## src/rtl/sine_phase_pkg.sv

```systemverilog
package sine_phase_pkg;

  localparam real PI_R = 3.14159265358979323846;

  // Rounded half-wave value for entry k of a table of given depth and peak.
  function automatic int half_sine_entry(input int k, input int depth, input int peak);
    real x;
    x = real'(peak) * $sin(PI_R * real'(k) / real'(depth));
    return int'(x);
  endfunction

endpackage

```

## src/rtl/sine_halfwave_rom.sv

```systemverilog
module sine_halfwave_rom
  import sine_phase_pkg::*;
#(
  parameter int IDX_W = 7,
  parameter int MAG_W = 7
) (
  input  logic [IDX_W-1:0] idx,
  output logic [MAG_W-1:0] mag
);
  localparam int DEPTH = 1 << IDX_W;
  localparam int PEAK  = (1 << MAG_W) - 1;

  logic [MAG_W-1:0] tbl [DEPTH];

  for (genvar k = 0; k < DEPTH; k++) begin : g_entry
    localparam int VAL = half_sine_entry(k, DEPTH, PEAK);
    assign tbl[k] = MAG_W'(VAL);
  end

  assign mag = tbl[idx];

endmodule

```

## src/rtl/tick_divider.sv

```systemverilog
module tick_divider #(
  parameter int DIV = 100
) (
  input  logic clk,
  input  logic rst_n,
  input  logic tick,
  input  logic slow,
  output logic fire
);
  localparam int          CNT_W = (DIV > 1) ? $clog2(DIV) : 1;
  localparam logic [CNT_W-1:0] LAST = CNT_W'(DIV - 1);

  logic [CNT_W-1:0] cnt_q;
  logic             at_last;

  assign at_last = (cnt_q == LAST);
  assign fire    = tick & (~slow | at_last);

  always_ff @(posedge clk or negedge rst_n) begin
    if (!rst_n) begin
      cnt_q <= '0;
    end else if (!slow) begin
      cnt_q <= '0;
    end else if (tick) begin
      cnt_q <= at_last ? '0 : cnt_q + CNT_W'(1);
    end
  end

endmodule

```

## src/rtl/phase_accum.sv

```systemverilog
module phase_accum #(
  parameter int PHASE_W = 8,
  parameter int STEP_W  = 4
) (
  input  logic               clk,
  input  logic               rst_n,
  input  logic               advance,
  input  logic [STEP_W-1:0]  step,
  output logic [PHASE_W-1:0] phase
);
  always_ff @(posedge clk or negedge rst_n) begin
    if (!rst_n) begin
      phase <= '0;
    end else if (advance) begin
      phase <= phase + PHASE_W'(step);
    end
  end
endmodule

```

## src/rtl/sine_phase_gen.sv

```systemverilog
module sine_phase_gen #(
  parameter int PHASE_W  = 8,
  parameter int FREQ_W   = 4,
  parameter int SAMPLE_W = 8,
  parameter int SLOW_DIV = 100
) (
  input  logic                clk,
  input  logic                rst_n,
  input  logic                tick,
  input  logic [FREQ_W-1:0]   freq_word,
  input  logic                slow_sel,
  output logic [SAMPLE_W-1:0] sample,
  output logic                sample_valid
);
  localparam int IDX_W = PHASE_W - 1;
  localparam int MAG_W = SAMPLE_W - 1;

  logic                fire;
  logic [PHASE_W-1:0]  phase_q;
  logic [MAG_W-1:0]    mag;
  logic [SAMPLE_W-1:0] pos_val;
  logic [SAMPLE_W-1:0] sample_d;

  tick_divider #(.DIV(SLOW_DIV)) u_div (
    .clk   (clk),
    .rst_n (rst_n),
    .tick  (tick),
    .slow  (slow_sel),
    .fire  (fire)
  );

  phase_accum #(.PHASE_W(PHASE_W), .STEP_W(FREQ_W)) u_acc (
    .clk     (clk),
    .rst_n   (rst_n),
    .advance (fire),
    .step    (freq_word),
    .phase   (phase_q)
  );

  sine_halfwave_rom #(.IDX_W(IDX_W), .MAG_W(MAG_W)) u_rom (
    .idx (phase_q[IDX_W-1:0]),
    .mag (mag)
  );

  assign pos_val  = {1'b0, mag};
  assign sample_d = phase_q[PHASE_W-1] ? (~pos_val + SAMPLE_W'(1)) : pos_val;

  always_ff @(posedge clk or negedge rst_n) begin
    if (!rst_n) begin
      sample       <= '0;
      sample_valid <= 1'b0;
    end else begin
      sample_valid <= fire;
      if (fire) sample <= sample_d;
    end
  end

endmodule

```

## config.mk

```make
export PLATFORM = sky130hd
export DESIGN_NAME = sine_phase_gen
export DESIGN_NICKNAME = d
export VERILOG_FILES = /design/src/rtl/sine_phase_pkg.sv /design/src/rtl/sine_halfwave_rom.sv /design/src/rtl/tick_divider.sv /design/src/rtl/phase_accum.sv /design/src/rtl/sine_phase_gen.sv
export SDC_FILE = /design/constraint.sdc
export NUM_CORES = 1
export LEC_CHECK = 0
export ABC_CLOCK_PERIOD_IN_PS = 6200
export BUFFER_PORTS_ARGS = -buffer_cell sky130_fd_sc_hd__buf_4
export CORE_UTILIZATION = 52
export DETAILED_ROUTE_END_ITERATION = 8
export GPL_TIMING_DRIVEN = 0
export HOLD_SLACK_MARGIN = 0.03
export PLACE_DENSITY = 0.7
export SYNTH_ARGS = -nofsm -noshare
export SYNTH_HDL_FRONTEND = slang
export SYNTH_SLANG_ARGS = --single-unit
```

## constraint.sdc

```tcl
create_clock -name clk -period 6.2 [get_ports clk]
set_input_delay 0.31 -clock clk [delete_from_list [all_inputs] [get_ports clk]]
set_output_delay 0.31 -clock clk [all_outputs]
set_load 0.01 [all_outputs]
```

==> qor.txt <==
================================================================================
Outcome                                                             complete, no violations
EDFF count, synth                                                              0
First-iteration detailed-routing DRC count                                   361
Xor and xnor area share after synthesis                                    4.37%
Overall fraction of global-route tracks in use                             30.1%
Required arrival time at the worst endpoint                              6.36 ns
Max FO, Critical Path                                                         10
Total vias in the final route                                               2658
Maximum number of pins on one net before global-route repair                  25
Final hold violations                                                          0
Fraction of synthesized area in multiplexers                               5.14%
Kind of critical path                                                 reg -> reg
Final period util                                                          59.4%
Slew at the pin with the worst max-slew slack                           0.538 ns
Placed Area                                                            2810 um^2
Final ANT Viol Nets                                                            0
Sequential fraction of the synthesis area                                  23.0%
Number of max-slew violations in the final report                              0
Chip Width                                                               72.8 um
Total number of placement rows                                                25
I/O pin cnt                                                                   17
Synth Area in Simple Gates                                                 23.1%
Kind of end point of the critical path                                 flip-flop
Router iterations before antenna repair                                        5
Core region area                                                       4790 um^2
Kind of cell with the highest combined delay on the critical path   compound AO/OA/AOI/OAI gates
Global-route wire length before repair                                  12200 um
MaxCap Viol Count                                                              0
Final setup violating endpoints                                                0
Full die area                                                          5300 um^2
Synthesis warning total                                                        0
Most common cell type on the critical path                                  ha_1
Post-route design area                                                 2890 um^2
Cell count after synthesis                                                   327
Detailed Route WL                                                        7500 um
Distinct cell type count of the synthesized netlist                           63
Clock skew after layout                                               0.00264 ns
Total negative slack                                                        0 ns
Total nets after synthesis                                                   352
Cells resized by post-CTS repair                                               0
Main combinational cell family by area after synthesis              compound AO/OA/AOI/OAI gates
Cell types with the largest area share after synthesis              dfrtp_1, ha_1, nand2_1
Most instantiated library cell after synthesis                           nand2_1
Die height                                                               72.8 um
Layout overhead on the synthesized area                                    10.9%
Max Clk Rate                                                             272 MHz
Post-synthesis average cell area                                       7.97 um^2
Cell-by-cell trace of the critical path                             clkbuf_1, inv_1, ha_1, buf_2, a2111oi_0, o311ai_0, nand4_1, ha_1, nand2_1, nand3_1, o211ai_1, a211oi_1
CTS sink count                                                                24
Power density over the cells                                         566 nW/um^2
Cell area after technology mapping                                     2610 um^2
Longest Clk Path Bufs                                                          2
HP Class                                                               in -> reg
Initial antenna violation count                                                0
Most used standard cells in the synthesized netlist                 nand2_1, dfrtp_1, a21oi_1, o21ai_0, nor2_1
Setup crit start kind                                                  flip-flop
Setup fix buffers added after clock tree synthesis                             0
Number of remaining DRC errors                                                 0
Slowest CP cell                                                          dfrtp_1
Fraction of the mapped netlist area in adder cells                         8.45%
Critical path buffers and inverters                                            3
CP Data Arrival Time                                                     3.85 ns
Effective utilization at floorplan                                         54.5%
Sum of net half-perimeters after detailed placement                      5540 um
Fraction of synthesized cell area taken by the top area cell type          23.0%
Unrepaired setup endpoints after global routing                               no
# nets final                                                                 374
Post-synth top area cell                                                 dfrtp_1
Clock latency on the worst-skew pair                                     0.27 ns
Final core utilization                                                     60.4%
Total gr overflow                                                              0
Hold slack                                                              0.287 ns
Port Buffer Count                                                             16
Average wire per cell in the routed design                               18.1 um
Pleak                                                                 0.00125 uW
Slew Limit Headroom                                                        64.2%
Vias in the first global route                                              2400
Worst vdd ir                                                          0.000249 V
Via density per instance                                                    6.40
Final Critical Period                                                    3.68 ns
Buffer type at the clock tree root                                      clkbuf_8
Antenna diode count                                                            0
Flip-flop and latch count after synthesis                                     24
CTS clk-pin slew, worst paths                                            0.09 ns
CP peak stage delay                                                      0.49 ns
Clock tree from TritonCTS                                                  built
Filler instances                                                             477
Number of buffers created by CTS                                               3
Fraction of final layout cells with drive strength greater than 1          14.9%
Synthesized-area fraction occupied by ao, oa, aoi and oai cells            27.6%
Asr flop ratio synth                                                        100%
Routability congestion estimate                                            0.978
Main synth FF type                                                       dfrtp_1
Max H-tree Level                                                               1
================================================================================
[registers in the layout, indices dropped and copies added, names as in the netlist]
| register | flops |
|---|---|
| u_acc.phase | 8 |
| sample | 8 |
| u_div.cnt_q | 7 |
| sample_valid | 1 |
[timing repair]
action                                  CTS  global route
hold endpoints to repair                 24             0
hold buffers                              1             0
endpoints found under the setup margin    0             0
[worst reg2reg max path, cell delays in order, from the launching register on]
cell	delay, ns
dfrtp_1	0.49
clkbuf_1	0.40
inv_1	0.29
ha_1	0.39
buf_2	0.21
a2111oi_0	0.42
o311ai_0	0.21
nand4_1	0.30
ha_1	0.28
nand2_1	0.09
nand3_1	0.10
o211ai_1	0.09
a211oi_1	0.31
[layout make-up]
class | count | area [um^2] | share of cell area (%)
Multi-Input combinational cell | 261 | 1790 | 61.9
Inverter | 16 | 62.6 | 2.16
Tap cell | 67 | 83.8 | 2.90
Clock buffer | 3 | 41.3 | 1.43
Clock inverter | 1 | 30.0 | 1.04
Timing Repair Buffer | 17 | 130 | 4.50
Buffer | 26 | 153 | 5.28
Sequential cell | 24 | 601 | 20.8
[placed cells by master, fill, tap and decap left out, drive strengths merged, types with 9 or more instances in the layout]
cell type   n
nor2       17
a21oi      19
nand2      32
o21ai      21
nor2b      14
buf        34
clkbuf     11
inv        15
mux2i      10
nand3      13
nand2b      9
xnor2       9
ha         16
dfrtp      24
[worst paths after layout]
| path | startpoint | end | slack, ns | cells past startpoint |
|---|---|---|---|---|
| max in group asynchronous | rst_n | u_acc.phase[6] | 5.48 | 2 |
| setup / recovery | u_acc.phase[0] | sample[6] | 2.52 | 12 |
| hold / removal | slow_sel | u_div.cnt_q[0] | 0.29 | 2 |
| min in group asynchronous | rst_n | sample[7] | 0.48 | 2 |
| setup reg to reg | u_acc.phase[0] | sample[6] | 2.52 | 12 |
| hold reg to reg | sample[0] | sample[0] | 0.49 | 2 |
[through the flow]
step                cells  total power (uW)  setup WS (ns)
floorplan             327              1150           3.35
global placement      410              1460           2.70
detailed placement    410              1470           2.64
CTS                   415              1610           2.61
global route          415              1760           2.24
finish                415              1640           2.52
[power breakdown]
part	total [uW]	internal, uW	leakage (uW)	switching, uW
combinational	1250	493	0.000909	755
sequential	250	207	0.000306	43.7
clock	139	86.3	0.0000357	52.4
[routing by layer]
layer,wire length [um],global-route usage [%]
met3,644,5.52
met1,3400,43.6
met2,3290,46.2
met5,0,0
met4,167,7.41
[kinds of logic (layout without fill, tap and decap cells)]
kind of cell    after synthesis  in the layout
fa+ha+maj                    17             17
simple gates                116            116
buf+inv                      42             63
xor+xnor                     13             13
mux                          13             13
flops                        24             24
compound gates              102            102
No activity file was read; power rests on OpenSTA's default activity.
